===== src/rtl/xlat_pkg.sv =====
package xlat_pkg;
  localparam int XW        = 32;
  localparam int GRAN_LOG2 = 20;
  localparam int HI_W      = XW - GRAN_LOG2;
  localparam int CODE_W    = 4;
  localparam int CODE_LSB  = 4;
  localparam int MAX_CODE  = 9;
  localparam int CYC_W     = 3;
  localparam int CYC_LSB   = 1;
  localparam int BIT_EN    = 0;
  localparam int BIT_PF    = 1;
  localparam int BIT_LOW   = 0;
  localparam logic [CYC_W-1:0] CYC_CONFIG = 3'b101;

  typedef struct packed {
    logic              en;
    logic              pf;
    logic [HI_W-1:0]   lbase;
    logic [CODE_W-1:0] code;
  } base_f_t;

  typedef struct packed {
    logic [HI_W-1:0]  pbase;
    logic [CYC_W-1:0] cyc;
    logic             lowsel;
  } map_f_t;

  function automatic base_f_t unpack_base(input logic [XW-1:0] r);
    base_f_t f;
    f.en    = r[BIT_EN];
    f.pf    = r[BIT_PF];
    f.lbase = r[XW-1:GRAN_LOG2];
    f.code  = r[CODE_LSB +: CODE_W];
    return f;
  endfunction

  function automatic map_f_t unpack_map(input logic [XW-1:0] r);
    map_f_t f;
    f.pbase  = r[XW-1:GRAN_LOG2];
    f.cyc    = r[CYC_LSB +: CYC_W];
    f.lowsel = r[BIT_LOW];
    return f;
  endfunction

  // Mask over the upper address field: ones mark bits that select the window.
  function automatic logic [HI_W-1:0] span_mask(input logic [CODE_W-1:0] code);
    logic [CODE_W-1:0] c;
    c = (code > CODE_W'(MAX_CODE)) ? CODE_W'(MAX_CODE) : code;
    return {HI_W{1'b1}} << c;
  endfunction

  function automatic logic in_window(input logic [HI_W-1:0] la_hi,
                                     input logic [HI_W-1:0] lbase,
                                     input logic [HI_W-1:0] mask);
    return ((la_hi ^ lbase) & mask) == '0;
  endfunction

  function automatic logic [XW-1:0] remap(input logic [XW-1:0]    la,
                                          input logic [HI_W-1:0]  pbase,
                                          input logic [HI_W-1:0]  mask,
                                          input logic [CYC_W-1:0] cyc,
                                          input logic             lowsel);
    logic [XW-1:0] a;
    a = {(pbase & mask) | (la[XW-1:GRAN_LOG2] & ~mask), la[GRAN_LOG2-1:0]};
    if (cyc == CYC_CONFIG && !lowsel) a[1:0] = 2'b00;
    return a;
  endfunction
endpackage


===== src/rtl/xlat_regbank.sv =====
module xlat_regbank
  import xlat_pkg::*;
#(
  parameter int NWIN = 3,
  parameter int IDX_W = $clog2(2*NWIN)
) (
  input  logic                     clk,
  input  logic                     rst_n,
  input  logic                     wr_en,
  input  logic [IDX_W-1:0]         idx,
  input  logic [XW-1:0]            wr_data,
  output logic [XW-1:0]            rd_data,
  output logic [NWIN-1:0][XW-1:0]  base_o,
  output logic [NWIN-1:0][XW-1:0]  map_o
);
  localparam int NREG = 2*NWIN;

  logic [NREG-1:0][XW-1:0] regs_q;
  logic                    idx_ok;

  assign idx_ok = int'(idx) < NREG;

  always_ff @(posedge clk or negedge rst_n) begin
    if (!rst_n) begin
      regs_q <= '0;
    end else if (wr_en && idx_ok) begin
      for (int i = 0; i < NREG; i++)
        if (int'(idx) == i) regs_q[i] <= wr_data;
    end
  end

  always_comb begin
    rd_data = '0;
    for (int i = 0; i < NREG; i++)
      if (int'(idx) == i) rd_data = regs_q[i];
  end

  for (genvar gw = 0; gw < NWIN; gw++) begin : g_out
    assign base_o[gw] = regs_q[2*gw];
    assign map_o[gw]  = regs_q[2*gw+1];
  end

  // an accepted write lands in the addressed register
  p_commit_r2: assert property (@(posedge clk) disable iff (!rst_n)
    (wr_en && idx_ok) |=> (regs_q[$past(idx)] == $past(wr_data)));

  // writes outside the register range leave every register unchanged
  p_ignore_r2: assert property (@(posedge clk) disable iff (!rst_n)
    (wr_en && !idx_ok) |=> $stable(regs_q));
endmodule


===== src/rtl/xlat_window_match.sv =====
module xlat_window_match
  import xlat_pkg::*;
#(
  parameter bit FIXED_SPAN  = 1'b0,
  parameter int FIXED_CODE  = 4,
  parameter bit NO_PREFETCH = 1'b0
) (
  input  logic [XW-1:0]    base_raw,
  input  logic [XW-1:0]    map_raw,
  input  logic [XW-1:0]    lb_addr,
  output logic             match,
  output logic             en,
  output logic [XW-1:0]    cand_addr,
  output logic [CYC_W-1:0] cand_cyc,
  output logic             cand_pf,
  output logic             cand_low
);
  base_f_t         bf;
  map_f_t          mf;
  logic [HI_W-1:0] mask;
  logic            in_rng;

  always_comb begin
    bf     = unpack_base(base_raw);
    mf     = unpack_map(map_raw);
    mask   = FIXED_SPAN ? span_mask(CODE_W'(FIXED_CODE)) : span_mask(bf.code);
    in_rng = in_window(lb_addr[XW-1:GRAN_LOG2], bf.lbase, mask);
  end

  assign en        = bf.en;
  assign match     = bf.en && in_rng;
  assign cand_addr = remap(lb_addr, mf.pbase, mask, mf.cyc, mf.lowsel);
  assign cand_cyc  = mf.cyc;
  assign cand_pf   = NO_PREFETCH ? 1'b0 : bf.pf;
  assign cand_low  = mf.lowsel;
endmodule


===== src/rtl/xlat_prio_select.sv =====
module xlat_prio_select
  import xlat_pkg::*;
#(
  parameter int NWIN = 3
) (
  input  logic [NWIN-1:0]             match,
  input  logic [NWIN-1:0][XW-1:0]     c_addr,
  input  logic [NWIN-1:0][CYC_W-1:0]  c_cyc,
  input  logic [NWIN-1:0]             c_pf,
  input  logic [NWIN-1:0]             c_low,
  output logic                        any,
  output logic [NWIN-1:0]             sel_oh,
  output logic [XW-1:0]               addr,
  output logic [CYC_W-1:0]            cyc,
  output logic                        pf,
  output logic                        lowsel
);
  always_comb begin
    sel_oh = '0;
    any    = 1'b0;
    for (int i = 0; i < NWIN; i++) begin
      if (match[i] && !any) begin
        sel_oh[i] = 1'b1;
        any       = 1'b1;
      end
    end
  end

  always_comb begin
    addr   = '0;
    cyc    = '0;
    pf     = 1'b0;
    lowsel = 1'b0;
    for (int i = 0; i < NWIN; i++) begin
      if (sel_oh[i]) begin
        addr   = addr | c_addr[i];
        cyc    = cyc | c_cyc[i];
        pf     = pf | c_pf[i];
        lowsel = lowsel | c_low[i];
      end
    end
  end
endmodule


===== src/rtl/lbus_pci_xlat.sv =====
module lbus_pci_xlat
  import xlat_pkg::*;
#(
  parameter int NWIN    = 3,
  parameter int IO_WIN  = 2,
  parameter int IO_CODE = 4,
  parameter int IDX_W   = $clog2(2*NWIN)
) (
  input  logic             clk,
  input  logic             rst_n,
  input  logic             cfg_we,
  input  logic [IDX_W-1:0] cfg_idx,
  input  logic [XW-1:0]    cfg_wdata,
  output logic [XW-1:0]    cfg_rdata,
  input  logic [XW-1:0]    lb_addr,
  output logic             xl_hit,
  output logic             xl_miss,
  output logic [XW-1:0]    xl_addr,
  output logic [CYC_W-1:0] xl_cyc,
  output logic             xl_pref
);
  logic [NWIN-1:0][XW-1:0]    base_w, map_w;
  logic [NWIN-1:0]            match_vec, en_vec, c_pf, c_low;
  logic [NWIN-1:0][XW-1:0]    c_addr;
  logic [NWIN-1:0][CYC_W-1:0] c_cyc;
  logic                       any;
  logic [NWIN-1:0]            sel_oh;
  logic [XW-1:0]              s_addr;
  logic [CYC_W-1:0]           s_cyc;
  logic                       s_pf, s_low;
  logic [NWIN-1:0]            sel_q;
  logic                       low_q;

  xlat_regbank #(.NWIN(NWIN), .IDX_W(IDX_W)) u_regs (
    .clk(clk), .rst_n(rst_n), .wr_en(cfg_we), .idx(cfg_idx), .wr_data(cfg_wdata),
    .rd_data(cfg_rdata), .base_o(base_w), .map_o(map_w)
  );

  for (genvar gw = 0; gw < NWIN; gw++) begin : g_win
    if (gw == IO_WIN) begin : g_io
      xlat_window_match #(.FIXED_SPAN(1'b1), .FIXED_CODE(IO_CODE), .NO_PREFETCH(1'b1)) u_m (
        .base_raw(base_w[gw]), .map_raw(map_w[gw]), .lb_addr(lb_addr),
        .match(match_vec[gw]), .en(en_vec[gw]), .cand_addr(c_addr[gw]),
        .cand_cyc(c_cyc[gw]), .cand_pf(c_pf[gw]), .cand_low(c_low[gw])
      );
    end else begin : g_mem
      xlat_window_match #(.FIXED_SPAN(1'b0), .FIXED_CODE(IO_CODE), .NO_PREFETCH(1'b0)) u_m (
        .base_raw(base_w[gw]), .map_raw(map_w[gw]), .lb_addr(lb_addr),
        .match(match_vec[gw]), .en(en_vec[gw]), .cand_addr(c_addr[gw]),
        .cand_cyc(c_cyc[gw]), .cand_pf(c_pf[gw]), .cand_low(c_low[gw])
      );
    end
  end

  xlat_prio_select #(.NWIN(NWIN)) u_sel (
    .match(match_vec), .c_addr(c_addr), .c_cyc(c_cyc), .c_pf(c_pf), .c_low(c_low),
    .any(any), .sel_oh(sel_oh), .addr(s_addr), .cyc(s_cyc), .pf(s_pf), .lowsel(s_low)
  );

  always_ff @(posedge clk or negedge rst_n) begin
    if (!rst_n) begin
      xl_hit  <= 1'b0;
      xl_miss <= 1'b0;
      xl_addr <= '0;
      xl_cyc  <= '0;
      xl_pref <= 1'b0;
      sel_q   <= '0;
      low_q   <= 1'b0;
    end else begin
      xl_hit  <= any;
      xl_miss <= !any;
      xl_addr <= any ? s_addr : '0;
      xl_cyc  <= any ? s_cyc : '0;
      xl_pref <= any && s_pf;
      sel_q   <= sel_oh;
      low_q   <= s_low;
    end
  end

  // hit and miss exclusive
  p_excl_r10: assert property (@(posedge clk) disable iff (!rst_n)
    !(xl_hit && xl_miss));

  // a miss carries no translation
  p_miss_zero_r10: assert property (@(posedge clk) disable iff (!rst_n)
    xl_miss |-> (xl_addr == '0 && xl_cyc == '0 && !xl_pref));

  // the reported window was enabled when the address was sampled
  p_enabled_r3: assert property (@(posedge clk) disable iff (!rst_n)
    xl_hit |-> (($past(en_vec) & sel_q) != '0));

  // no lower-indexed window matched the sampled address
  p_lowest_r6: assert property (@(posedge clk) disable iff (!rst_n)
    xl_hit |-> (($past(match_vec) & (sel_q - NWIN'(1))) == '0));

  // exactly one window selected on a hit, none on a miss
  p_onehot_r6: assert property (@(posedge clk) disable iff (!rst_n)
    $onehot0(sel_q) && (xl_hit == (sel_q != '0)));

  // configuration cycles with cleared low select force A[1:0] to zero
  p_cfg_low_r9: assert property (@(posedge clk) disable iff (!rst_n)
    (xl_hit && xl_cyc == CYC_CONFIG && !low_q) |-> (xl_addr[1:0] == 2'b00));

  if (IO_WIN < NWIN) begin : g_io_chk
    // the I/O window never reports prefetchable
    p_io_nopf_r5: assert property (@(posedge clk) disable iff (!rst_n)
      (xl_hit && sel_q[IO_WIN]) |-> !xl_pref);
  end
endmodule


===== config.mk =====
export PLATFORM = sky130hd
export DESIGN_NAME = lbus_pci_xlat
export DESIGN_NICKNAME = d
export VERILOG_FILES = /design/src/rtl/xlat_pkg.sv /design/src/rtl/xlat_regbank.sv /design/src/rtl/xlat_window_match.sv /design/src/rtl/xlat_prio_select.sv /design/src/rtl/lbus_pci_xlat.sv
export SDC_FILE = /design/constraint.sdc
export NUM_CORES = 1
export LEC_CHECK = 0
export ABC_AREA = 1
export CAP_MARGIN = 15
export CORE_MARGIN = 2
export CORE_UTILIZATION = 38
export DETAILED_ROUTE_END_ITERATION = 16
export DONT_BUFFER_PORTS = 1
export GPL_TIMING_DRIVEN = 0
export PLACE_DENSITY = 0.58
export SLEW_MARGIN = 15
export SYNTH_ARGS = -nofsm -noshare
export SYNTH_HDL_FRONTEND = slang
export SYNTH_SLANG_ARGS = --single-unit

===== constraint.sdc =====
create_clock -name clk -period 2.2 [get_ports clk]
set_clock_uncertainty 0.15 [all_clocks]
set_input_delay 0.55 -clock clk [delete_from_list [all_inputs] [get_ports clk]]
set_output_delay 0.55 -clock clk [all_outputs]
set_load 0.02 [all_outputs]

# [After elaboration in Yosys (flattened, before gate mapping)]
# Cells that the tools add are included.
[classes] magnitude_cmp=3 eq_ne=8 shift=2 mux=26 bitwise_logic=19 n_reduce_logical=26
[op_table] op="32-bit two-way mux" count=10
[op_table] op="12-bit bitwise AND" count=6
[op_table] op="32-bit OR" count=2
[op_table] op="12-bit zero test" count=3
[op_table] op="12-bit bitwise XOR" count=3
[op_table] op="12-bit inverter" count=2
[op_table] op="12-bit OR" count=2
[op_table] op="12-bit by 4-bit left shift with 12-bit output, first input constant" count=2
[op_table] op="3-bit equality test, second input constant" count=7
[op_table] op="3-bit two-way mux" count=4
[op_table] op="12-bit by 4-bit OR with 12-bit output" count=1
[op_table] op="2-bit AND reduction" count=6
[op_table] op="1-bit logical AND" count=10
[op_table] op="4-bit greater-than comparator, second input constant" count=2
[op_table] op="4-bit two-way mux" count=2
[op_table] op="1-bit two-way mux" count=7
[op_table] op="1-bit zero test" count=6
[op_table] op="2-bit two-way mux" count=3
[op_table] op="3-bit OR" count=2
[op_table] op="3-bit by 2-bit equality test with 1-bit output, second input constant" count=1
[op_table] op="3-bit zero test" count=1
[op_table] op="3-bit less-than comparator, second input constant" count=1
[op_table] op="1-bit OR" count=1
[totals] register_bits=230 in_bits=70 out_inout_bits=70 wordCells=95

# [Logic depth before layout (Yosys ltp)]
# Gate-level depths: netlist (run 1).
[depth] word_depth=15 mapped_depth=14 ltp_nobuf=12

# [Hierarchy]
# A second synthesis (run 1) with hierarchy kept.
[hier_totals] hier_cells=1649 hier_area_um2=12445.7
[by_module_without_submodules] module="xlat_regbank" n_inst=1 cells_per_inst=1011 area_each_um2=8426.8 seq_area_each_um2=4804.6
[by_module_without_submodules] module="lbus_pci_xlat" n_inst=1 cells_per_inst=115 area_each_um2=1308.8 seq_area_each_um2=950.9
[by_module_without_submodules] module="xlat_window_match (g_win[0].g_mem.u_m ...)" n_inst=2 cells_per_inst=135 area_each_um2=638.1 seq_area_each_um2=0.0
[by_module_without_submodules] module="xlat_prio_select" n_inst=1 cells_per_inst=176 area_each_um2=989.7 seq_area_each_um2=0.0
[by_module_without_submodules] module="xlat_window_match (g_win[2].g_io.u_m)" n_inst=1 cells_per_inst=77 area_each_um2=444.2 seq_area_each_um2=0.0

# [Least setup slack after synthesis (run 1)]
# Ideal clock, no wire load.
[synth_timing] path_kind="input to output" start="in cfg_idx[1]" end="out cfg_rdata[3]" t_arrival_ps=1722 required_ps=1500 path_slack_ps=-222 path_stages=7 n_path_buf=1 cell_sequence="inv_1 nor2_1 nand2_1 clkinv_1 clkbuf_1 a221oi_1 o2111ai_1"
[synth_between] elab_chain_cells=7 elab_cells_between_ends=12 cone_classes="eq/ne (5); mux (6); reduce/logical (1)"
[synth_lines] element="from (decl)" line="lbus_pci_xlat.sv:12" rtl="input logic [IDX_W-1:0] cfg_idx,"
[synth_lines] element="3-bit zero test" line="xlat_regbank.sv:35" rtl="if (int'(idx) == i) rd_data = regs_q[i];"
[synth_lines] element="32-bit two-way mux (5 in series)" line="xlat_regbank.sv:35"
[synth_lines] element="32-bit two-way mux (*)" line="xlat_regbank.sv:35"
[synth_lines] element="to (decl)" line="lbus_pci_xlat.sv:14" rtl="output logic [XW-1:0] cfg_rdata,"
# Every way passes the cells marked *; elsewhere a longest branch is shown, timed or not.

# [Worst setup path after layout (run 1)]
[layout_timing] start="in cfg_idx[2]" end="out cfg_rdata[15]"
# The elaborated chain is that of the path after synthesis.

==> summary.md, run 1 <==
| Metric | Value |
|---|---|
| Status | finished, violations left |
| Crit Path Class | input pin to output pin |
| Worst r2r src | u_regs.base_o[7]$_DFFE_PN0P_ |
| Setup crit end kind | output pin |
| Antenna diodes | 0 |
| Total power | 0.0123 W |
| IO buf count | 0 |
| Nets | 1483 |
| Die area | 29000 um2 |
| Routed via count | 9748 |
| H-tree Lvls | 1 |
| DR WL/cell | 22.4 um |
| Dpl cell area | 11000 um2 |
| Setup ws final | -0.187 ns |
| Setup violators final | 32 |
| R2R Path End | xl_addr[27]$_DFF_PN0_ |
| Reg2Reg Depth | 12 |
| Critical Path Start | cfg_idx[2] |
| Hold_buf cts | 18 |
| RSZ-0062 raised after global routing | yes |
| Leakage power | 6.76 nW |
| Ys flop type | dfrtp_1 |
| Startpoint types | input pin |
| EDFF count, synth | 0 |
| Worst-Margin Slew | 0.908 ns |
| Maximum VDD drop | 0.000585 V |
| Max Cap Viol | 0 |
| GRT Resource Usage Total | 0.270 |
| Failing checks | negative hold slack, negative setup slack |
| Mapped Cells | 1289 |
| Reg2reg setup slack | 0.06 ns |
| Die Y | 170 um |
| Cell Rows | 60 |
| Drt via density | 5.49 |
| 1st-iter DRT viols | 933 |
| Most common cell after layout, fill and taps aside | nand2_1 |
| GP Congestion | 0.957 |
| Final instance area | 13800 um2 |
| Setup WS pre-CTS | -0.824 ns |
| Core region area | 27000 um2 |
| Post-Syn Area | 10500 um2 |
| Most frequent cells in the layout | nand2_1, dfrtp_1, o21ai_0 |
| Async S/R FF share, synth | 1.00 |
| Clk slew on worst S/H paths | 0.07 ns |
| Worst min path class | input pin to asynchronous set/reset pin |
| CTS tree | yes |
| Worst hold margin | -0.450 ns |
| Drt drc | 0 |
| Vias in the first global route | 9333 |
| Syn nets | 1359 |
| CTS Sinks | 230 |
| Syn_area_per_cell | 8.15 um2 |
| Fmax | 0.419 GHz |
| Global-route wire length before repair | 57800 um |
| Netlist cell types | 36 |
| Initial Util | 0.389 |
| Slew Viols, Final | 0 |
| Initial antenna violation count | 0 |
| Sequential area share after synthesis | 0.548 |
| Period utilization | 1.09 |
| Clock Path Buffers | 3 |
| Worst-Skew Late Latency | 0.55 ns |
| Grt total ovfl | 0 |
| Arr. time, crit path | 1.69 ns |
| Largest net degree at the start of global routing | 231 |
| Number of synthesized register bits | 230 |
| Min cycle time layout | 2.39 ns |
| Power Dens Cells | 891 nW/um2 |
| Fraction of layout cells with a size suffix above 1 | 0.196 |
| Post-route ant nets | 0 |
| Final hold vios | 230 |
| Clk root buf | clkbuf_16 |
| Post-DP HPWL | 24600 um |
| Num CTS Buffers | 26 |
| Critical path peak fanout | 7 |
| Layout area overhead | 31.5% |
| Synthesis Warnings | 0 |
| Die Span X | 170 um |
| I/O pins | 140 |
| WP data required | 1.50 ns |
| Drt total wl | 39700 um |
| Slew margin rel. | 0.395 |
| Initial DRT Pass Iterations | 5 |
cells by family after synthesis:
family	Yosys count	synth area share
AO/OA/AOI/OAI	286	0.152
AND/OR/NAND/NOR	571	0.218
XOR/XNOR	9	0.00751
multiplexers	1	0.000953
flip-flops	230	0.548
buffers and inverters	192	0.0739
registers in the layout (all words and copies together), names as in the netlist:
register and flops:
u_regs.base_o 96, u_regs.map_o 96, xl_addr 32, xl_cyc 3, xl_hit 1, xl_miss 1
xl_pref 1
metal layers:
layer	vias to the layer above	global-route usage	part of all wire
li1	4441	-	-
met4	0	0.0818	0.035
met3	88	0.0653	0.089
met1	4775	0.363	0.41
met5	-	0.00696	0
met2	444	0.430	0.46
critical path: stages:
cell	delay, ns
inv_1	0.07
nand2_4	0.14
clkinv_8	0.11
buf_12	0.14
buf_16	0.14
nand2_1	0.06
nand2_1	0.07
a221oi_4	0.21
nand3_2	0.18
cell type report:
class / instances / area (um2)
multi-input combinational: 867 / 4630
clock inverter: 6 / 57.6
inverter: 128 / 557
tap: 341 / 427
clock buffer: 42 / 832
timing repair buffer: 97 / 1010
sequential: 230 / 5760
buffer: 63 / 537
fill: 2556 / 13200
through the flow:
step                       util  TNS [ns]  std cells
after CTS                 0.491     -2.39       1749
final                     0.511     -3.34       1774
after global routing      0.511     -4.42       1774
after global placement    0.407    -69.96       1630
after detailed placement  0.407    -72.38       1630
after floorplan               -    -0.195       1289
how the worst max path moves through the flow:
stage	endpoint	slack, ns	cells after the start
finish	cfg_rdata[15]	-0.19	9
global route	cfg_rdata[19]	-0.21	9
CTS	cfg_rdata[28]	-0.15	8
detailed placement	cfg_rdata[7]	-0.82	6
global placement	cfg_rdata[7]	-0.83	6
floorplan	cfg_rdata[1]	-0.02	7
cell usage after synthesis, types with 2 or more instances:
cell type / count / area [um2]
nand2_1: 458 / 1720
dfrtp_1: 230 / 5760
o21ai_0: 210 / 1050
inv_1: 120 / 450
nand3_1: 43 / 215
clkbuf_1: 39 / 146
nor2_1: 36 / 135
nand4_1: 21 / 131
a221oi_1: 19 / 166
a21oi_1: 14 / 70.1
buf_2: 14 / 70.1
o211ai_1: 10 / 75.1
o21ai_1: 10 / 50.1
inv_2: 7 / 26.3
o22ai_1: 7 / 43.8
a22o_1: 6 / 52.6
xor2_1: 6 / 52.6
buf_1: 4 / 15.0
buf_4: 4 / 30.0
o221ai_1: 4 / 35.0
buf_6: 3 / 33.8
nand2_2: 3 / 18.8
o2111ai_1: 3 / 26.3
xnor2_1: 3 / 26.3
nand3_2: 2 / 20.0
nor2_2: 2 / 12.5
nor4_1: 2 / 12.5
report_power, final:
part	switching [W]	internal, W
Clock	0.00179	0.00269
Combinational	0.00142	0.000971
Sequential	0.000531	0.00491
Total	0.00374	0.00857
timing repair:
item                       in CTS  in global routing
hold endpoints to repair      248                230
setup endpoints to repair      40                 69
setup buffers                  49                 21
cloned                          4                  6
gates resized for setup       160                 66
pin swaps                      43                 38
Note: power is estimated with default switching activity, not from simulation.
==> inputs of run 2 (changes only) <==
- GPL_TIMING_DRIVEN: 0 -> 1
==> run 2 against run 1 <==
  * The flow still finishes with violations (negative hold slack, negative setup slack)
  * First-iteration DRC count fell by 11%
  * Sequential power about the same
  * Utilization is 2.3 points higher
  * Total power rose by 1.0%
  * Worst hold slack better by 0.0063 ns
  * Critical path type is now flop to output pin
  * Largest power group unchanged
==> summary.md, run 2 (synthesized netlist as in run 1, its figures left out) <==
| Metric | Value |
|---|---|
| Status | finished, violations left |
| Failing checks | negative hold slack, negative setup slack |
| Max Cap Viol | 0 |
| Maximum VDD drop | 0.000542 V |
| Initial DRT Pass Iterations | 5 |
| Fmax | 0.428 GHz |
| Min cycle time layout | 2.34 ns |
| Top Usage Layer GRT | met2 |
| Period utilization | 1.06 |
| Worst-Skew Late Latency | 0.54 ns |
| Leakage power | 7.18 nW |
| Worst min path class | input pin to asynchronous set/reset pin |
| Setup crit end kind | output pin |
| Hold_buf cts | 18 |
| RSZ-0062 raised after global routing | yes |
| Die Y | 170 um |
| R2R Path End | xl_addr[11]$_DFF_PN0_ |
| Post-route ant nets | 0 |
| Global-route wire length before repair | 52500 um |
| CTS Sinks | 230 |
| Reg2reg setup slack | -0.06 ns |
| Nets | 1538 |
| Die Span X | 170 um |
| Power Dens Cells | 862 nW/um2 |
| Clk root buf | clkbuf_16 |
| DR WL/cell | 19.0 um |
| Worst hold margin | -0.444 ns |
| Core region area | 27000 um2 |
| Most common cell after layout, fill and taps aside | nand2_1 |
| Final hold vios | 230 |
| CTS tree | yes |
| Clk slew on worst S/H paths | 0.07 ns |
| Cell Rows | 60 |
| Reg2Reg Depth | 18 |
| Clock Path Buffers | 3 |
| GP Congestion | 0.902 |
| Initial antenna violation count | 0 |
| Total power | 0.0124 W |
| Slew margin rel. | 0.587 |
| Drt via density | 5.29 |
| Met2 Use GR | 0.378 |
| Crit Path Class | flop to output pin |
| H-tree Lvls | 1 |
| Num CTS Buffers | 26 |
| Fraction of layout cells with a size suffix above 1 | 0.280 |
| Routed via count | 9646 |
| Layout area overhead | 37.4% |
| Critical path peak fanout | 2 |
| Most frequent cells in the layout | nand2_1, dfrtp_1, o21ai_0 |
| I/O pins | 140 |
| Grt total ovfl | 0 |
| Placed cell count | 1655 |
| Slew Viols, Final | 0 |
| GRT Resource Usage Total | 0.232 |
| WP data required | 1.50 ns |
| Fin cells | 1825 |
| Met3 usage | 0.0437 |
| 1st-iter DRT viols | 829 |
| Startpoint types | flop |
| GRT met1 Usage | 0.315 |
| Worst r2r src | u_regs.base_o[52]$_DFFE_PN0P_ |
| Antenna diodes | 0 |
| Die area | 29000 um2 |
| Vias in the first global route | 9260 |
| Setup TNS | -2.16 ns |
| Drt drc | 0 |
| Arr. time, crit path | 1.64 ns |
| Largest net degree at the start of global routing | 231 |
| Setup violators final | 45 |
| Setup ws final | -0.138 ns |
| Post-DP HPWL | 20600 um |
| IO buf count | 0 |
| Worst-Margin Slew | 0.614 ns |
| Initial Util | 0.389 |
| Drt total wl | 34600 um |
==> run 2: changes by cell type in the layout (fill, tap and decap cells not counted), sizes merged <==
cell / delta
bufbuf: -1
inv: +5
clkbuf: -51
buf: +96
clkinvlp: +2
bufinv: +1
clkinv: -1
==> run 2: how the worst max path moves through the flow <==
stage	end	slack [ns]	cells after the start	from
6_report	cfg_rdata[2]	-0.14	5	u_regs.map_o[2]$_DFFE_PN0P_
5_1_grt	xl_addr[11]$_DFF_PN0_	-0.21	18	u_regs.base_o[52]$_DFFE_PN0P_
4_1_cts	cfg_rdata[6]	-0.12	5	u_regs.base_o[6]$_DFFE_PN0P_
3_5_place_dp	cfg_rdata[29]	-0.27	8	cfg_idx[1]
3_3_place_gp	cfg_rdata[6]	-0.28	7	cfg_idx[1]
2_1_floorplan	cfg_rdata[1]	-0.02	7	cfg_idx[1]
==> run 2: per-layer routing <==
| layer | vias to the layer above | wire length (um) |
|---|---|---|
| met5 | - | 0 |
| met4 | 0 | 1050 |
| met3 | 78 | 2200 |
| met2 | 319 | 16300 |
| met1 | 4705 | 15100 |
| li1 | 4544 | - |
==> run 2: critical path: stages (launching register included) <==
cell      delay, ns
dfrtp_1        0.40
nand2_1        0.08
nand2_2        0.05
a221oi_2       0.19
o211ai_1       0.18
buf_4          0.20
==> run 2: power by group <==
group	leakage [nW]	internal, W	switching (W)
Clock	0.400	0.00255	0.00178
Combinational	3.85	0.00125	0.00144
Sequential	2.94	0.00491	0.000515
==> run 2: cell type report <==
class	count	area (um2)
Tap cell	341	427
Sequential cell	230	5760
Clock buffer	35	726
Timing Repair inverter	4	50.0
Inverter	128	552
Fill cell	2466	12600
Clock inverter	9	114
Timing Repair Buffer	211	2100
Multi-Input combinational cell	867	4700
==> run 2: timing repair <==
action / CTS / global route
cloned: 6 / 5
pin swaps: 50 / 58
gates resized for setup: 118 / 142
buffers inserted: 71 / 31
setup endpoints to repair: 32 / 70
endpoints found under the hold margin: 248 / 230
==> run 2: through the flow <==
stage	setup slack, ns	utilization	instance area (um2)
after global routing	-0.210	0.534	14400
after global placement	-0.283	0.426	11500
final	-0.138	0.534	14400
after floorplan	-0.0240	-	10600
after CTS	-0.123	0.504	13600
after detailed placement	-0.269	0.426	11500
==> inputs of run 3 (changes only) <==
- CORE_UTILIZATION: 38 -> 50
- PLACE_DENSITY: 0.58 -> 0.72
==> run 3 against run 2 <==
  * The run still ends with negative hold slack, negative setup slack left
  * Critical path depth stayed put
  * Maximum frequency grew 1.3%
  * Die area fell by 23%
  * Non-clock buffer count fell by 28
  * Flip-flop and latch count did not move
  * Final cell count is 5.3% lower
  * Design area fell by 4.4%
  * Sequential share of layout area grew 1.9 points
  * First-iteration DRC count is 1.6% lower
  * Largest cell class unchanged
==> summary.md, run 3 (synthesized netlist as in run 1, its figures left out) <==
| Metric | Value |
|---|---|
| Fraction of layout cells with a size suffix above 1 | 0.230 |
| IO buf count | 0 |
| Post-DP HPWL | 19900 um |
| Util after Layout | 0.662 |
| Startpoint types | flop |
| Hold_buf cts | 17 |
| Setup crit end kind | output pin |
| Arr. time, crit path | 1.61 ns |
| Clk root buf | clkbuf_16 |
| Power Dens Cells | 884 nW/um2 |
| I/O pins | 140 |
| Most frequent cells in the layout | nand2_1, dfrtp_1, o21ai_0 |
| RSZ-0062 raised after global routing | yes |
| Worst min path class | input pin to asynchronous set/reset pin |
| Global-route wire length before repair | 49800 um |
| Worst-Skew Late Latency | 0.53 ns |
| Core region area | 20800 um2 |
| Critical path peak fanout | 2 |
| Fmax | 0.433 GHz |
| Final hold vios | 230 |
| Crit Path Class | flop to output pin |
| Largest net degree at the start of global routing | 231 |
| Slew Viols, Final | 0 |
| Max Cap Viol | 0 |
| Leakage power | 6.89 nW |
| Clock share of power | 0.347 |
| CTS Sinks | 230 |
| Maximum VDD drop | 0.000647 V |
| Cell Rows | 53 |
| Die Span X | 149 um |
| Die area | 22200 um2 |
| Seq pwr share | 0.445 |
| Filler Cell Count | 1646 |
| Drt drc | 0 |
| Grt total ovfl | 0 |
| Initial Util | 0.504 |
| Setup ws final | -0.109 ns |
| Vias in the first global route | 9468 |
| WP data required | 1.50 ns |
| Clk slew on worst S/H paths | 0.06 ns |
| Num CTS Buffers | 25 |
| Placed cell count | 1587 |
| DR WL/cell | 18.8 um |
| Die Y | 149 um |
| Failing checks | negative hold slack, negative setup slack |
| Drt via density | 5.60 |
| GRT Resource Usage Total | 0.285 |
| Setup violators final | 25 |
| Comb pwr share | 0.208 |
| Period utilization | 1.05 |
| Antenna diodes | 0 |
| Fin cells | 1728 |
| Pint | 0.00859 W |
| Slew margin rel. | 0.478 |
| Switching Power | 0.00359 W |
| Nets | 1507 |
| Post-route ant nets | 0 |
| Initial DRT Pass Iterations | 5 |
| Sw Ratio | 0.295 |
| Worst-Margin Slew | 0.775 ns |
| GP Congestion | 0.929 |
| Drt total wl | 32500 um |
| Layout area overhead | 31.3% |
| Min cycle time layout | 2.31 ns |
| Clock Path Buffers | 3 |
| 1st-iter DRT viols | 816 |
| H-tree Lvls | 1 |
| Initial antenna violation count | 0 |
| Worst hold margin | -0.431 ns |
| Most common cell after layout, fill and taps aside | nand2_1 |
| CTS tree | yes |
| Routed via count | 9680 |
| Status | finished, violations left |
## run 3: cell count changes in the layout (fill, tap and decap cells not counted), sizes merged
cell,change
clkinvlp,-3
inv,-2
clkinv,-1
dlygate4sd3,-1
buf,-24
## run 3: power by group through the flow
stage	clock [W]	combinational (W)	sequential, W
after floorplan	0	0.00129	0.00533
after detailed placement	0	0.00182	0.00547
after CTS	0.00427	0.00231	0.00539
final	0.00422	0.00253	0.00543
after global placement	0	0.00176	0.00545
after global routing	0.00444	0.00280	0.00550
## run 3: routing by layer
| layer | global-route usage | vias up | routed length (um) |
|---|---|---|---|
| li1 | - | 4482 | - |
| met1 | 0.371 | 4634 | 13000 |
| met2 | 0.468 | 452 | 15300 |
| met3 | 0.0550 | 112 | 2740 |
| met4 | 0.125 | 0 | 1450 |
| met5 | 0 | - | 0 |
## run 3: cell type report
cell class,count,area [um2],area share
Timing Repair Buffer,183,1730,0.125
Clock buffer,38,744,0.0540
Timing Repair inverter,2,22.5,0.00163
Clock inverter,5,78.8,0.00572
Sequential cell,230,5760,0.418
Tap cell,275,344,0.0250
Inverter,128,549,0.0398
Multi-Input combinational cell,867,4560,0.330
## run 3: repair_timing
| action | 4_1_cts | 5_1_grt |
|---|---|---|
| pin swaps | 66 | 36 |
| hold endpoints to repair | 247 | 230 |
| endpoints found under the setup margin | 32 | 68 |
| cloned | 3 | 1 |
| setup buffers | 55 | 22 |
| resized for setup | 126 | 62 |
## run 3: metrics by stage
| step | hold WS (ns) | total power, W | TNS [ns] | cell area (um2) | setup slack (ns) |
|---|---|---|---|---|---|
| after floorplan | 0.104 | 0.00662 | -0.195 | 10600 | -0.0240 |
| after global placement | 0.114 | 0.00722 | -4.10 | 11400 | -0.232 |
| after detailed placement | 0.114 | 0.00728 | -4.11 | 11400 | -0.223 |
| after CTS | -0.442 | 0.0120 | -1.10 | 13300 | -0.0900 |
| after global routing | -0.453 | 0.0127 | -2.93 | 13800 | -0.153 |
| final | -0.431 | 0.0122 | -1.14 | 13800 | -0.109 |
## run 3: worst max-delay path, stage by stage, from the launching register on
cell	delay [ns]
dfrtp_1	0.39
inv_2	0.07
o221ai_2	0.12
a21oi_1	0.20
o211ai_1	0.13
buf_4	0.18
## run 3: path summary, 6_finish.rpt
| kind | cells after the start | from | slack [ns] | end |
|---|---|---|---|---|
| max | 5 | u_regs.base_o[31]$_DFFE_PN0P_ | -0.11 | cfg_rdata[31] |
| min reg2reg | 2 | u_regs.base_o[17]$_DFFE_PN0P_ | 0.33 | u_regs.base_o[17]$_DFFE_PN0P_ |
| min | 0 | rst_n | -0.43 | u_regs.map_o[91]$_DFFE_PN0P_ |
| max in group asynchronous | 0 | rst_n | 1.78 | u_regs.base_o[58]$_DFFE_PN0P_ |
| max reg2reg | 17 | u_regs.base_o[27]$_DFFE_PN0P_ | -0.02 | xl_addr[1]$_DFF_PN0_ |
| min in group clk | 2 | lb_addr[16] | 0 | xl_addr[16]$_DFF_PN0_ |
